**config.mk**
```make
export PLATFORM = sky130hd
export DESIGN_NAME = desc_ring
export DESIGN_NICKNAME = d
export VERILOG_FILES = /design/src/rtl/desc_ring_pkg.sv /design/src/rtl/desc_ring_prod.sv /design/src/rtl/desc_ring_store.sv /design/src/rtl/desc_ring_cons.sv /design/src/rtl/desc_ring.sv
export SDC_FILE = /design/constraint.sdc
export NUM_CORES = 2
export LEC_CHECK = 0
export ABC_AREA = 1
export ABC_CLOCK_PERIOD_IN_PS = 3100
export BUFFER_PORTS_ARGS = -buffer_cell sky130_fd_sc_hd__buf_2
export CORE_ASPECT_RATIO = 0.7
export CORE_MARGIN = 4
export CORE_UTILIZATION = 45
export CTS_CLUSTER_DIAMETER = 200
export CTS_CLUSTER_SIZE = 12
export DETAILED_ROUTE_END_ITERATION = 6
export SLEW_MARGIN = 0
export SYNTH_ARGS = -nofsm -noshare
export SYNTH_HDL_FRONTEND = slang
export SYNTH_HIERARCHICAL = 1
export SYNTH_SLANG_ARGS = --single-unit
```
**constraint.sdc**
```tcl
create_clock -name clk_i -period 3.1 [get_ports clk_i]
set_clock_uncertainty 0.1 [all_clocks]
set_input_delay 0.775 -clock clk_i [delete_from_list [all_inputs] [get_ports clk_i]]
set_output_delay 0.775 -clock clk_i [all_outputs]
set_load 0.01 [all_outputs]
```
**src/rtl/desc_ring_pkg.sv**
```systemverilog
package desc_ring_pkg;
  localparam int WORD_W   = 32;
  localparam int N_WORDS  = 8;
  localparam int ENTRY_W  = WORD_W * N_WORDS;
  localparam int LAP_W    = 4;
  localparam int RID_W    = 8;
  localparam int RSV_W    = WORD_W - LAP_W - RID_W;
  localparam int TOP_LSB  = (N_WORDS - 1) * WORD_W;
  localparam int LAP_LSB  = TOP_LSB + RSV_W + RID_W;

  typedef logic [ENTRY_W-1:0] entry_t;
  typedef logic [LAP_W-1:0]   lap_t;
  typedef logic [RID_W-1:0]   rid_t;

  function automatic entry_t stamp_entry(entry_t e, lap_t lap, rid_t rid);
    entry_t r;
    r = e;
    r[ENTRY_W-1:TOP_LSB] = {lap, rid, {RSV_W{1'b0}}};
    return r;
  endfunction
endpackage

```
**src/rtl/desc_ring_prod.sv**
```systemverilog
module desc_ring_prod
  import desc_ring_pkg::*;
#(
  parameter int DEPTH = 8,
  localparam int IDX_W = $clog2(DEPTH)
) (
  input  logic             clk_i,
  input  logic             rst_ni,
  input  logic             push_valid_i,
  input  entry_t           push_data_i,
  input  rid_t             ring_id_i,
  input  logic [IDX_W-1:0] rd_idx_i,
  input  logic             rd_wrap_par_i,
  output logic             push_ready_o,
  output logic             wr_en_o,
  output logic [IDX_W-1:0] wr_idx_o,
  output entry_t           wr_data_o
);
  logic [IDX_W-1:0] wr_idx_q;
  lap_t             wraps_q;  // completed passes
  logic             full;
  logic             last;

  assign full         = (wr_idx_q == rd_idx_i) && (wraps_q[0] != rd_wrap_par_i);
  assign push_ready_o = !full;
  assign wr_en_o      = push_valid_i && !full;
  assign wr_idx_o     = wr_idx_q;
  assign last         = (wr_idx_q == IDX_W'(DEPTH - 1));
  // pass n (from 1) stamps n mod 16
  assign wr_data_o    = stamp_entry(push_data_i, wraps_q + lap_t'(1), ring_id_i);

  always_ff @(posedge clk_i or negedge rst_ni) begin
    if (!rst_ni) begin
      wr_idx_q <= '0;
      wraps_q  <= '0;
    end else if (wr_en_o) begin
      wr_idx_q <= last ? '0 : wr_idx_q + IDX_W'(1);
      if (last) wraps_q <= wraps_q + lap_t'(1);
    end
  end
endmodule

```
**src/rtl/desc_ring_store.sv**
```systemverilog
module desc_ring_store
  import desc_ring_pkg::*;
#(
  parameter int DEPTH = 8,
  localparam int IDX_W = $clog2(DEPTH)
) (
  input  logic             clk_i,
  input  logic             rst_ni,
  input  logic             wr_en_i,
  input  logic [IDX_W-1:0] wr_idx_i,
  input  entry_t           wr_data_i,
  input  logic [IDX_W-1:0] rd_idx_i,
  output entry_t           rd_data_o
);
  entry_t mem_q [DEPTH];

  // cleared slots hold lap LSB 0, never matching the initial phase
  always_ff @(posedge clk_i or negedge rst_ni) begin
    if (!rst_ni) begin
      for (int s = 0; s < DEPTH; s++) mem_q[s] <= '0;
    end else if (wr_en_i) begin
      mem_q[wr_idx_i] <= wr_data_i;
    end
  end

  assign rd_data_o = mem_q[rd_idx_i];
endmodule

```
**src/rtl/desc_ring_cons.sv**
```systemverilog
module desc_ring_cons #(
  parameter int DEPTH = 8,
  localparam int IDX_W = $clog2(DEPTH)
) (
  input  logic             clk_i,
  input  logic             rst_ni,
  input  logic             slot_lap_lsb_i,
  input  logic             pop_ready_i,
  output logic             pop_valid_o,
  output logic [IDX_W-1:0] rd_idx_o,
  output logic             rd_wrap_par_o
);
  logic [IDX_W-1:0] rd_idx_q;
  logic             wrap_par_q;
  logic             phase;
  logic             last;

  assign phase         = !wrap_par_q;  // expected stamp LSB, 1 after reset
  assign pop_valid_o   = (slot_lap_lsb_i == phase);
  assign rd_idx_o      = rd_idx_q;
  assign rd_wrap_par_o = wrap_par_q;
  assign last          = (rd_idx_q == IDX_W'(DEPTH - 1));

  always_ff @(posedge clk_i or negedge rst_ni) begin
    if (!rst_ni) begin
      rd_idx_q   <= '0;
      wrap_par_q <= 1'b0;
    end else if (pop_valid_o && pop_ready_i) begin
      rd_idx_q <= last ? '0 : rd_idx_q + IDX_W'(1);
      if (last) wrap_par_q <= !wrap_par_q;
    end
  end
endmodule

```
**src/rtl/desc_ring.sv**
```systemverilog
module desc_ring
  import desc_ring_pkg::*;
#(
  parameter int DEPTH = 8
) (
  input  logic         clk_i,
  input  logic         rst_ni,
  input  logic [7:0]   ring_id_i,
  input  logic         push_valid_i,
  output logic         push_ready_o,
  input  logic [255:0] push_data_i,
  output logic         pop_valid_o,
  input  logic         pop_ready_i,
  output logic [255:0] pop_data_o,
  output logic         full_o,
  output logic         empty_o
);
  localparam int IDX_W = $clog2(DEPTH);

  logic             wr_en;
  logic [IDX_W-1:0] wr_idx;
  entry_t           wr_data;
  logic [IDX_W-1:0] rd_idx;
  logic             rd_wrap_par;
  entry_t           rd_data;

  desc_ring_prod #(.DEPTH(DEPTH)) u_prod (
    .clk_i, .rst_ni,
    .push_valid_i, .push_data_i, .ring_id_i,
    .rd_idx_i(rd_idx), .rd_wrap_par_i(rd_wrap_par),
    .push_ready_o,
    .wr_en_o(wr_en), .wr_idx_o(wr_idx), .wr_data_o(wr_data)
  );

  desc_ring_store #(.DEPTH(DEPTH)) u_store (
    .clk_i, .rst_ni,
    .wr_en_i(wr_en), .wr_idx_i(wr_idx), .wr_data_i(wr_data),
    .rd_idx_i(rd_idx), .rd_data_o(rd_data)
  );

  desc_ring_cons #(.DEPTH(DEPTH)) u_cons (
    .clk_i, .rst_ni,
    .slot_lap_lsb_i(rd_data[LAP_LSB]),
    .pop_ready_i,
    .pop_valid_o,
    .rd_idx_o(rd_idx), .rd_wrap_par_o(rd_wrap_par)
  );

  assign pop_data_o = rd_data;
  assign full_o     = !push_ready_o;
  assign empty_o    = !pop_valid_o;
endmodule

```
## Yosys cells after proc, flatten, opt, wreduce, memory -nomap -nowiden

Index checks and enable logic that the tools add are counted.

- Memories kept: 0
- Flip-flop bits (word level): 2059
- Bits in latches: 0
- RAM bits: 0
- Output and inout bits: 260
- Logic and storage cells: 42
- Memory bits (read-only): 0

- Reductions and logical operators: 9
- Equality and inequality tests: 5
- Magnitude comparators: 3
- Bitwise operators: 2
- Multiply operators: 0
- Div/mod/pow operators: 0
- Shift operators: 0
- Multiplexer cells: 8
- $add $sub $neg: 3

Operators by type and width:

| operator | number |
|---|---|
| bitwise mux 2048 bit | 1 |
| binary-select mux 256 bit (select 3 bit) | 1 |
| demux 256 bit (select 3 bit) | 1 |
| two-way mux 256 bit | 3 |
| greater-or-equal comparator 4 bit, second input constant | 2 |
| inverter 3 -> 4 bit | 2 |
| adder 3 x 1 -> 3 bit, second input constant | 2 |
| equality test 3 bit, second input constant | 2 |
| two-way mux 3 bit | 2 |
| adder 4 x 1 -> 4 bit, second input constant | 1 |
| logical AND 1 bit | 4 |
| less-than comparator 4 x 1 -> 1 bit, second input constant | 1 |
| AND reduction 2 bit | 2 |
| equality test 3 bit | 1 |
| zero test 1 bit | 3 |
| equality test 1 bit | 1 |
| != test 1 bit | 1 |

## Depth between registers and ports, before layout

- Depth in word-level cells: 7
- Gate-level depth with buffers: 15

## Cells and area by module

The synthesis kept the hierarchy.

By module, submodules not included:

| module | cells each | area an instance (µm²) | times used | seq. area each (µm²) |
|---|---|---|---|---|
| desc_ring_store | 13665 | 99175.1 | 1 | 51249.2 |
| desc_ring_prod | 316 | 2353.5 | 1 | 175.2 |
| desc_ring_cons | 25 | 222.7 | 1 | 100.1 |
| desc_ring | 2 | 7.5 | 1 | 0.0 |

## Least setup slack after synthesis

No wires, ideal clock.

- Kind: register to output
- From: register u_cons.rd_idx_q[0], in the netlist u_cons/rd_idx_o[0]
- To: output port empty_o
- Cell stages (with the launch flop): 15
- Data arrival time: 1951 ps
- Data required time: 2225 ps
- Path slack: 274 ps
- Cells stage by stage: dfrtp_1 > buf_2 > inv_2 > buf_2 > buf_2 > buf_2 > nand2_1 > nand3_1 > nand2_1 > nand2_1 > nand2_1 > inv_1 > nand2_4 > and2_2 > inv_1

- Longest elaborated chain between the ends: 6

Ends and longest elaborated chain:

| item | line | source |
|---|---|---|
| start: declaration | desc_ring_cons.sv:13 | `logic [IDX_W-1:0] rd_idx_q;` |
| start signal: assignment | desc_ring_cons.sv:29 | `rd_idx_q <= last ? '0 : rd_idx_q + IDX_W'(1);` |
| inverter 3 -> 4 bit (not written as such) | desc_ring_store.sv:26 | `assign rd_data_o = mem_q[rd_idx_i];` |
| binary-select mux 256 bit (select 3 bit) | desc_ring_store.sv:26 |  |
| two-way mux 256 bit (not written as such) (2 in series) | desc_ring_store.sv:26 |  |
| via pop_data_o[252] | desc_ring.sv:14 | `output logic [255:0] pop_data_o,` |
| equality test 1 bit | desc_ring_cons.sv:19 | `assign pop_valid_o = (slot_lap_lsb_i == phase);` |
| via pop_valid_o | desc_ring.sv:12 | `output logic pop_valid_o,` |
| zero test 1 bit | desc_ring.sv:51 | `assign empty_o = !pop_valid_o;` |
| end: declaration | desc_ring.sv:16 | `output logic empty_o` |

The timed path passes the listed nets, and every way through them passes these cells. The select of a mux whose other input is x is not followed.

## Worst setup path after layout

- From: register u_cons.rd_idx_q[0], in the netlist u_cons/rd_idx_o[0]
- To: output port pop_data_o[88]

- Longest elaborated chain between the ends: 4

Ends and longest elaborated chain:

| item | line |
|---|---|
| inverter 3 -> 4 bit (not written as such) | desc_ring_store.sv:26 |
| binary-select mux 256 bit (select 3 bit) | desc_ring_store.sv:26 |
| two-way mux 256 bit (not written as such) (2 in series) | desc_ring_store.sv:26 |
| end: declaration | desc_ring.sv:14 |

Every way passes these cells. The select of a mux whose other input is x is not followed.

==> impl_metrics.py <==
metrics = {
    "power_and_ir_drop": {
        "power_density_nw_per_um2": 1130,
        "p_total_mw": 134,
        "ir_worst_vdd_uv": 649,
        "leakage_nw": 63.7,
    },
    "route": {
        "vias": 84400,
        "drt_iter0_markers": 7165,
        "wl_um": 304000,
        "ant_nets": 0,
        "firstDrtPassIters": 7,
        "drc": 0,
        "via_per_inst": 4.92,
        "wl_per_cell_um": 17.7,
    },
    "layout": {
        "layout_commonest_cell": "nand2_1",
        "final_nets": 14400,
        "drive_gt1_share_pct": 10.4,
        "fin_cells": 17200,
        "utilization_pct": 52.7,
        "syn_to_final_growth_pct": 16.1,
        "final_cell_mix": "nand2_1 (5197), inv_1 (2319), dfrtp_1 (2056)",
        "fillers": 21700,
    },
    "clocking": {
        "clkTransAtPathRegs_ps": 70,
        "cts-buffers-inserted": 197,
        "clkLatencyLatePin_ps": 810,
        "cts.htree.levels": 4,
        "clkSinkCount": 2059,
        "clk_path_buf_depth": 4,
        "cts_tree": "built",
        "cts-root-buf": "clkbuf_16",
    },
    "critical_path": {
        "cp_max_fo": 7,
        "r2r-end": "u_store/mem_q[1277]$_DFFE_PN0P_",
        "arrival_ps": 2690,
        "r2r_cells": 13,
        "criticalPathCategory": "flop to output port",
        "timing.rr.start": "u_cons/rd_idx_o[1]$_DFFE_PN0P_",
        "start_kind": "flop",
        "crit_path_end_kind": "output port",
        "reg2reg_slack_ps": 20,
        "required_ps": 2220,
    },
    "timing": {
        "fin_ws_ps": -465,
        "setup_violations": 258,
        "tns_ps": -95570,
        "slew_violations": 0,
        "worst_pin_slew_ps": 833,
        "slew_headroom_pct": 44.4,
        "fmax_ghz": 0.280,
        "rsz0062_at_grt": "true",
        "finalHoldViolCount": 0,
        "period_needed_ps": 3570,
        "min_period_over_period_pct": 115,
    },
    "place": {
        "place_inst": 16700,
        "dp_hpwl_um": 172000,
        "gp_congestion": 0.771,
        "post-place-ws_ps": 183,
        "numPortBuffers": 495,
    },
    "die": {
        "die_h_um": 406,
        "core_um2": 224000,
        "num_rows": 145,
        "initial_utilization_pct": 45.4,
        "ios": 528,
        "die_area_um2": 234000,
        "die_w_um": 576,
    },
    "worst_hold_path": {
        "hold_path_depth": 3,
        "hold_class": "primary input to flop",
        "min_from": "push_data_i[113]",
        "min_to": "u_store/mem_q[113]$_DFFE_PN0P_",
    },
    "grt": {
        "met2_usage_pct": 38.4,
        "antenna_found_initial": 19,
        "grt_usage_pct": 25.3,
        "use_met3_pct": 3.51,
        "grt_first_pass_wirelength_um": 472000,
        "overflow": 0,
        "busiest_layer": "met1",
        "met1_usage_pct": 38.6,
        "grt_max_degree": 142,
        "grt_pass1_vias": 78500,
    },
    "synth": {
        "postSynthCellCount": 14000,
        "avgSynthCellArea_um2": 7.26,
        "synth_top_area_cell": "dfrtp_1",
        "ys_seq_area_share_pct": 50.6,
        "yosys-top-cells-area": "dfrtp_1 (51%), nand2_1 (20%), o21ai_0 (10%)",
        "synth_seq_cells": 2059,
        "ys_types": 23,
        "ys_warn_count": 6,
        "netlist.area_leader.share_pct": 50.6,
        "synthesis.area_um2": 102000,
    },
    "run": {
        "drv_cap": 0,
    },
    "run_status": {
        "status": "finished, violations left",
        "violations": "setup timing",
    },
}
[cell usage after synthesis (all sizes together)]
| library cell | instances |
|---|---|
| nand2 | 5424 |
| inv | 2325 |
| dfrtp | 2059 |
| o21ai | 2050 |
| nand3 | 1028 |
| buf | 653 |
| clkbuf | 444 |
| nand4 | 8 |
| nor2 | 7 |
| ha | 5 |
| and2 | 1 |
| conb | 1 |
| nor3 | 1 |
| or2 | 1 |
| xor2 | 1 |
[stage by stage]
stage,cell area (um2),hold WS [ps]
after floorplan,102000,353
after global placement,107000,365
after detailed placement,107000,372
after CTS,117000,0.210
after global routing,118000,23.7
final,118000,72.1
[metal layers]
layer  part of all wire, %  wire length (um)  up-vias
li1                      -                 -    42300
met3                   6.2             18900      347
met2                    43            130000     2234
met4                   2.0              6140        6
met5                 0.015                45        -
met1                    49            149000    39500
[worst max path at each step]
stage	from	endpoint	slack, ps	depth (start not counted)
6_report	u_cons/rd_idx_o[0]$_DFFE_PN0P_	pop_data_o[88]	-470	11
5_1_grt	u_cons/rd_idx_o[0]$_DFFE_PN0P_	pop_data_o[212]	-610	10
2_1_floorplan	u_cons/rd_idx_o[0]$_DFFE_PN0P_	empty_o	270	14
3_3_place_gp	u_cons/rd_idx_o[1]$_DFFE_PN0P_	pop_data_o[237]	230	7
3_5_place_dp	u_cons/rd_idx_o[1]$_DFFE_PN0P_	pop_data_o[237]	180	7
4_1_cts	u_cons/rd_idx_o[0]$_DFFE_PN0P_	pop_data_o[76]	-540	9
[what timing repair did]
item                                    4_1_cts  5_1_grt
hold endpoints to repair                     88        0
hold buffers                                 64        0
endpoints found under the setup margin      258      868
resized for setup                           431      188
pin swaps                                    65       45
cloned                                       63       26
buffers inserted                             70       10
[power breakdown]
part	internal (mW)	leakage, nW	switching [mW]
Clock	11.3	2.49	10.2
Combinational	26.4	35.4	41.2
Sequential	39.2	25.8	5.82
[worst max-delay path, stage by stage, from the launching register on]
cell	delay [ps]
dfrtp_4	600
inv_16	160
buf_16	190
buf_16	180
buf_12	120
clkbuf_16	160
nand2_1	50
nand3_1	60
nand2_1	60
nand2_1	50
nand2_1	60
buf_2	140
[state kept, by name (all words and copies together) (netlist names)]
register and cells:
u_store/mem_q 2048, u_prod/wraps_q 4, u_cons/rd_idx_o 3, u_prod/wr_idx_o 3, u_cons/rd_wrap_par_o 1
[layout make-up]
type | count | area [um2] | area share, %
inverters | 2325 | 8760 | 7.42
flip-flops and latches | 2059 | 51500 | 43.6
diodes | 10 | 25.0 | 0.0212
clock inverters | 5 | 96.3 | 0.0815
multi-input cells | 8546 | 37300 | 31.5
clock buffers | 200 | 4980 | 4.22
repair inverters | 1 | 8.76 | 0.00741
repair buffers | 1006 | 11700 | 9.92
well taps | 3013 | 3770 | 3.19
[kinds of logic after synthesis]
family	synth area share (%)
compound gates	10.1
xor+xnor	0.00861
fa+ha+maj	0.0615
buf+inv	14.0
flops	50.6
other cells	0.00369
simple gates	25.2
Power figures use the tool's default switching activity.
